`config.mk`:
```
export PLATFORM = sky130hd
export DESIGN_NAME = coef_loader
export DESIGN_NICKNAME = d
export VERILOG_FILES = /design/src/rtl/coef_ld_pkg.sv /design/src/rtl/coef_ld_fall_det.sv /design/src/rtl/coef_ld_serial.sv /design/src/rtl/coef_loader.sv
export SDC_FILE = /design/constraint.sdc
export NUM_CORES = 1
export LEC_CHECK = 0
export BUFFER_PORTS_ARGS = -buffer_cell sky130_fd_sc_hd__buf_2
export CORE_MARGIN = 2
export CORE_UTILIZATION = 30
export DETAILED_ROUTE_END_ITERATION = 12
export SETUP_SLACK_MARGIN = 0.1
export SLEW_MARGIN = 25
export SYNTH_ARGS = -nofsm -noshare
export SYNTH_HDL_FRONTEND = slang
export SYNTH_SLANG_ARGS = --single-unit
```
`constraint.sdc`:
```
create_clock -name clk -period 1.8 [get_ports clk]
set_input_delay 0 -clock clk [delete_from_list [all_inputs] [get_ports clk]]
set_output_delay 0 -clock clk [all_outputs]
set_load 0.005 [all_outputs]
```
`src/rtl/coef_ld_pkg.sv`:
```
package coef_ld_pkg;
  typedef enum logic [1:0] {
    LM_SERIAL   = 2'b00,
    LM_PARALLEL = 2'b01,
    LM_PROC     = 2'b10,
    LM_RSVD     = 2'b11
  } load_mode_e;

  localparam int unsigned SEL_W = 3;
  localparam logic [SEL_W-1:0] SEL_STG_LO = 3'b110;
  localparam logic [SEL_W-1:0] SEL_STG_HI = 3'b111;
endpackage

```
`src/rtl/coef_ld_fall_det.sv`:
```
module coef_ld_fall_det #(
  parameter int unsigned STAGES = 2
) (
  input  logic clk,
  input  logic rst_n,
  input  logic async_n,
  output logic fall
);
  logic [STAGES-1:0] chain;
  logic              prev;

  always_ff @(posedge clk or negedge rst_n) begin
    if (!rst_n) begin
      chain <= '1;
      prev  <= 1'b1;
    end else begin
      chain <= {chain[STAGES-2:0], async_n};
      prev  <= chain[STAGES-1];
    end
  end

  assign fall = prev & ~chain[STAGES-1];
endmodule

```
`src/rtl/coef_ld_serial.sv`:
```
module coef_ld_serial #(
  parameter int unsigned NUM_BANK = 6,
  parameter int unsigned NUM_LOC  = 108,
  parameter int unsigned WORD_W   = 24
) (
  input  logic                        clk,
  input  logic                        rst_n,
  input  logic                        clr,
  input  logic                        bit_en,
  input  logic                        bit_in,
  output logic                        word_vld,
  output logic [WORD_W-1:0]           word,
  output logic [$clog2(NUM_BANK)-1:0] bank,
  output logic [$clog2(NUM_LOC)-1:0]  loc,
  output logic                        done
);
  localparam int unsigned CNT_W  = $clog2(WORD_W);
  localparam int unsigned BANK_W = $clog2(NUM_BANK);
  localparam int unsigned LOC_W  = $clog2(NUM_LOC);

  logic [WORD_W-1:0] shreg;
  logic [CNT_W-1:0]  bit_cnt;
  logic last_bit, last_loc, last_bank;

  assign last_bit  = (bit_cnt == CNT_W'(WORD_W - 1));
  assign last_loc  = (loc == LOC_W'(NUM_LOC - 1));
  assign last_bank = (bank == BANK_W'(NUM_BANK - 1));
  assign word_vld  = bit_en & last_bit;
  assign word      = {shreg[WORD_W-2:0], bit_in};

  always_ff @(posedge clk or negedge rst_n) begin
    if (!rst_n) begin
      shreg <= '0; bit_cnt <= '0; loc <= '0; bank <= '0; done <= 1'b0;
    end else if (clr) begin
      shreg <= '0; bit_cnt <= '0; loc <= '0; bank <= '0; done <= 1'b0;
    end else if (bit_en) begin
      shreg <= {shreg[WORD_W-2:0], bit_in};
      if (last_bit) begin
        bit_cnt <= '0;
        if (last_loc) begin
          loc <= '0;
          if (last_bank) done <= 1'b1;
          else           bank <= bank + 1'b1;
        end else begin
          loc <= loc + 1'b1;
        end
      end else begin
        bit_cnt <= bit_cnt + 1'b1;
      end
    end
  end

  AST_DONE_STICKY: assert property (@(posedge clk) disable iff (!rst_n)
    (done && !clr) |=> done);
  AST_SER_TARGET_LEGAL: assert property (@(posedge clk) disable iff (!rst_n)
    word_vld |-> (loc < LOC_W'(NUM_LOC) && bank < BANK_W'(NUM_BANK)));
endmodule

```
`src/rtl/coef_loader.sv`:
```
module coef_loader
  import coef_ld_pkg::*;
#(
  parameter int unsigned NUM_BANK    = 6,
  parameter int unsigned NUM_LOC     = 108,
  parameter int unsigned BYTE_W      = 8,
  parameter int unsigned SYNC_STAGES = 2
) (
  input  logic                                 clk,
  input  logic                                 rst_n,
  input  logic                                 cfg_hold,
  input  logic                                 ld_sel_n,
  input  logic                                 wr_n,
  input  logic [BYTE_W-1:0]                    din,
  input  logic [SEL_W+$clog2(NUM_LOC)-1:0]     addr,
  output logic [NUM_BANK-1:0]                  mem_we,
  output logic [$clog2(NUM_LOC)-1:0]           mem_addr,
  output logic [3*BYTE_W-1:0]                  mem_wdata,
  output logic                                 run_en,
  output logic                                 serial_done
);
  localparam int unsigned LOC_W  = $clog2(NUM_LOC);
  localparam int unsigned WORD_W = 3 * BYTE_W;
  localparam int unsigned BANK_W = $clog2(NUM_BANK);

  // setup word capture on the falling edge of the hold input
  logic       cfg_q, cfg_fall, busy;
  logic [6:0] cfg_word;
  load_mode_e mode;

  assign cfg_fall = cfg_q & ~cfg_hold;
  assign busy     = cfg_hold | cfg_fall;
  assign mode     = load_mode_e'(cfg_word[6:5]);

  always_ff @(posedge clk or negedge rst_n) begin
    if (!rst_n) begin
      cfg_q    <= 1'b0;
      cfg_word <= '0;
    end else begin
      cfg_q <= cfg_hold;
      if (cfg_fall) cfg_word <= din[6:0];
    end
  end

  // strobe synchroniser, shared by processor and serial modes
  logic stb_fall;
  coef_ld_fall_det #(.STAGES(SYNC_STAGES)) u_stb (
    .clk(clk), .rst_n(rst_n), .async_n(wr_n), .fall(stb_fall)
  );

  // byte path
  logic [SEL_W-1:0] dest;
  logic [LOC_W-1:0] loc;
  logic             loc_ok, byte_ev;
  logic [BYTE_W-1:0] stg_lo, stg_hi;

  assign dest    = addr[LOC_W+SEL_W-1:LOC_W];
  assign loc     = addr[LOC_W-1:0];
  assign loc_ok  = (loc < LOC_W'(NUM_LOC));
  assign byte_ev = ~busy & ~ld_sel_n &
                   (((mode == LM_PARALLEL) & ~wr_n) | ((mode == LM_PROC) & stb_fall));

  always_ff @(posedge clk or negedge rst_n) begin
    if (!rst_n) begin
      stg_lo <= '0;
      stg_hi <= '0;
    end else if (busy) begin
      stg_lo <= '0;
      stg_hi <= '0;
    end else if (byte_ev) begin
      if (dest == SEL_STG_LO) stg_lo <= din;
      if (dest == SEL_STG_HI) stg_hi <= din;
    end
  end

  // serial path
  logic                ser_bit_ev, ser_vld, ser_done;
  logic [WORD_W-1:0]   ser_word;
  logic [BANK_W-1:0]   ser_bank;
  logic [LOC_W-1:0]    ser_loc;

  assign ser_bit_ev = ~busy & ~ld_sel_n & (mode == LM_SERIAL) & stb_fall & ~ser_done;

  coef_ld_serial #(.NUM_BANK(NUM_BANK), .NUM_LOC(NUM_LOC), .WORD_W(WORD_W)) u_ser (
    .clk(clk), .rst_n(rst_n), .clr(busy), .bit_en(ser_bit_ev), .bit_in(din[BYTE_W-1]),
    .word_vld(ser_vld), .word(ser_word), .bank(ser_bank), .loc(ser_loc), .done(ser_done)
  );

  // bank enable decode
  logic [NUM_BANK-1:0] byte_hit, ser_oh, we_nx;
  for (genvar g = 0; g < NUM_BANK; g++) begin : g_bank
    assign byte_hit[g] = byte_ev & loc_ok & (dest == SEL_W'(g));
    assign ser_oh[g]   = ser_vld & (ser_bank == BANK_W'(g));
  end
  assign we_nx = ser_vld ? ser_oh : byte_hit;

  logic run_nx;
  always_comb begin
    unique case (mode)
      LM_SERIAL:   run_nx = ser_done;
      LM_PARALLEL: run_nx = wr_n | ld_sel_n;
      LM_PROC:     run_nx = ld_sel_n;
      default:     run_nx = 1'b0;
    endcase
    if (cfg_hold) run_nx = 1'b0;
  end

  always_ff @(posedge clk or negedge rst_n) begin
    if (!rst_n) begin
      mem_we    <= '0;
      mem_addr  <= '0;
      mem_wdata <= '0;
      run_en    <= 1'b0;
    end else begin
      mem_we <= we_nx;
      run_en <= run_nx;
      if (|we_nx) begin
        mem_addr  <= ser_vld ? ser_loc  : loc;
        mem_wdata <= ser_vld ? ser_word : {din, stg_hi, stg_lo};
      end
    end
  end

  assign serial_done = ser_done;

  AST_WE_ONEHOT: assert property (@(posedge clk) disable iff (!rst_n)
    $onehot0(mem_we));
  AST_CFG_QUIET: assert property (@(posedge clk) disable iff (!rst_n)
    cfg_hold |=> (mem_we == '0 && !run_en));
  AST_LOC_LEGAL: assert property (@(posedge clk) disable iff (!rst_n)
    (mem_we != '0) |-> (mem_addr < LOC_W'(NUM_LOC)));
  AST_RSVD_QUIET: assert property (@(posedge clk) disable iff (!rst_n)
    (mode == LM_RSVD) |=> (mem_we == '0 && !run_en));
  AST_PAR_LOAD_STOPS_RUN: assert property (@(posedge clk) disable iff (!rst_n)
    (mode == LM_PARALLEL && !wr_n && !ld_sel_n) |=> !run_en);
  AST_SER_DONE_RUNS: assert property (@(posedge clk) disable iff (!rst_n)
    (mode == LM_SERIAL && serial_done && !cfg_hold) |=> run_en);
  AST_STROBE_SINGLE: assert property (@(posedge clk) disable iff (!rst_n)
    (mode == LM_PROC && stb_fall) |=> !stb_fall);
endmodule

```
==> results.tsv <==
metric	value	unit
synth_area	4680	µm²
synth-seq-area-share	53.1	%
synth_top_area_share	51.4	%
core_area	15200	µm²
power_density	821	nW/µm²
clk_pin_slew_worst_paths	70	ps
synthTopCellsByArea	dfrtp_1, mux2_2, nand2_1, nand3_1, o21ai_0	
hold_path_startpoint	addr[0]	
finalInstanceArea	6200	µm²
synth_edf_count	0	
grt_max_degree	47	
startpoint_type	flop	
die_area	16600	µm²
cts.htree.levels	3	
reg2reg_from	u_stb.prev	
grt_pass1_wl	19100	µm
cap_violations	0	
synth_simple_gate_area_share	17.5	%
end_kind	flop	
ant_nets	0	
stdcell_count	724	
yosysWarnings	0	
dpl.cell_count	687	
gp_congestion	0.891	
cts_buffer_depth	2	
die_w	129	µm
vdd_drop_max	0.000422	V
netlist_instances	420	
postPlaceCellArea	5520	µm²
die_h	129	µm
synthDistinctLibCells	54	
worstMarginPinSlew	504	ps
clock.fmax	0.530	GHz
outcome	finished with violations	
first_iter_violations	187	
rsz0062_at_grt	yes	
synth.net_count	450	
synthArstFlopShare	100	%
vias	3655	
synth_compound_area_share	7.47	%
first_pass_iters	5	
leakage	2.98	nW
syn_area_per_cell	11.1	µm²
wl_per_cell	16.3	µm
finClkSkew	4.88	ps
post-route-period-util	105	%
maxSlewHeadroom	65.6	%
numPortBuffers	61	
worst-setup-path-type	reg -> reg	
n_antenna_cell	0	
cts.sinks	99	
finalMaxSlewViolations	0	
num_io_pins	62	
hpwl	7930	µm
ys_ff_latch	99	
via_per_inst	5.05	
synth_adder_area_share	1.87	%
rows	45	
drive_gt1_share	40.9	%
setup_viol	33	
worstHoldPathType	in -> reg	
drt-total-wl	11800	µm
hold_violations	0	
synth_flop_cell	dfrtp_1	
area_growth	32.6	%
cts_buffers	9	
cp_max_fo	16	
cts_tree	done	
cp-startpoint	u_stb.prev	
final.fill_count	1447	
layout_min_cycle_time	1890	ps
cp.required	2030	ps
antenna_found_initial	0	
yosysTopAreaCell	dfrtp_1	
grt_pass1_vias	3677	
synth_xor_area_share	0.562	%
root_buffer	clkbuf_16	
worstPathArrival	2120	ps
violations	setup timing	
synth_top_family_by_area	simple AND/OR/NAND/NOR gates	
final_util	40.8	%
clk_latency	350	ps
gr-total-overflow	0	
hold_ws	13.7	ps
synth_mux_area_share	15.6	%
drc	0	
final.setup.worst_slack	-87.1	ps
fin_nets	561	
grtUsageTotal	14.7	%
start_util	30.8	%
[synth_stat cells, types with 3 or more instances]
cell type and instances:
a21oi_1 6, and2_1 3, and3_1 4, buf_1 3, buf_6 7, clkbuf_1 10
dfrtp_1 96, dfstp_2 3, ha_1 7, inv_1 9, mux2_2 63, nand2_1 71
nand3_1 45, nand4_1 5, nor2_1 10, nor2b_1 3, nor3_1 4, o21ai_0 24
o311ai_0 3
[where the power goes]
part / switching, mW / internal, mW
sequential: 0.0710 / 2.34
combinational: 0.272 / 0.304
clock: 0.842 / 1.26
[state kept, by name, summed over array words and instances, names as in the netlist]
signal,count
mem_addr,7
u_ser.done,1
mem_wdata,24
u_ser.shreg,23
stg_lo,8
mem_we,6
run_en,1
cfg_word,2
u_stb.prev,1
u_ser.loc,7
u_ser.bit_cnt,5
u_stb.chain,2
stg_hi,8
cfg_q,1
u_ser.bank,3
[critical path: stages, from the launching register on]
cell and delay (ps):
dfstp_2 540, nor3b_4 270, nand3_2 160, o22ai_4 240, buf_12 210, mux2_2 340
[layout make-up]
cell class | instances | area [µm²] | share of cell area [%]
Clock buffer | 11 | 243 | 3.91
Clock inverter | 5 | 85.1 | 1.37
Inverter | 9 | 33.8 | 0.545
Multi-Input combinational cell | 290 | 2190 | 35.3
Sequential cell | 99 | 2480 | 40.0
Tap cell | 188 | 235 | 3.79
Timing Repair Buffer | 122 | 932 | 15.0
[metal layers]
metal | track usage (%) | part of all wire, %
met5 | 0 | 0
met4 | 6.46 | 2.5
met3 | 2.12 | 2.8
met2 | 23.9 | 49
met1 | 19.7 | 46
[cells by family (layout without fill, tap and decap cells)]
| logic type | after synthesis | count (layout) |
|---|---|---|
| adder cells (fa/ha/maj) | 7 | 7 |
| AO/OA/AOI/OAI | 51 | 52 |
| AND/OR/NAND/NOR | 163 | 163 |
| multiplexers | 65 | 65 |
| buffers and inverters | 32 | 147 |
| flip-flops | 99 | 99 |
| XOR/XNOR | 3 | 3 |
[cell usage in the layout (no fill, tap or decap), drive strengths merged, types with 2 or more instances in the layout]
cell and n:
dfstp 3, ha 7, a21oi 6, nor2b 3
dfrtp 96, clkbuf 12, o311ai 3, or3 2
buf 106, nor4 2, nor2 10, nand3 45
dlygate4sd3 15, nand2 71, nand4 6, nor3b 4
o41ai 2, o32ai 2, xor2 2, nor3 5
or4 2, a22o 2, bufinv 2, and3 4
o2111a 2, inv 10, and2 3, o21ai 24
mux2 64
[final timing paths]
path,end,slack (ps),cells past startpoint
hold reg to reg,u_stb.chain[1],360,0
hold / removal,mem_addr[0],10,3
max in group asynchronous,u_stb.chain[1],990,3
setup reg to reg,mem_addr[3],-90,5
setup / recovery,mem_addr[3],-90,5
min in group asynchronous,u_ser.loc[6],160,2
[through the flow]
step / setup TNS [ps] / total power, mW / setup WS [ps]
after floorplan: -2120 / 2.66 / -76.6
after global placement: -1020 / 2.94 / -52.9
after detailed placement: -2630 / 2.95 / -95.7
after CTS: -1860 / 5.09 / -77.1
after global routing: -4810 / 5.26 / -161
final: -1980 / 5.09 / -87.1
[repair_timing]
| action | in CTS | in global routing |
|---|---|---|
| setup buffers | 2 | 2 |
| pin swaps | 3 | 7 |
| hold buffers | 14 | 1 |
| hold endpoints to repair | 53 | 1 |
| endpoints found under the setup margin | 57 | 84 |
| gates cloned | 1 | 1 |
| gates resized for setup | 9 | 24 |
Power figures use the tool's default switching activity.
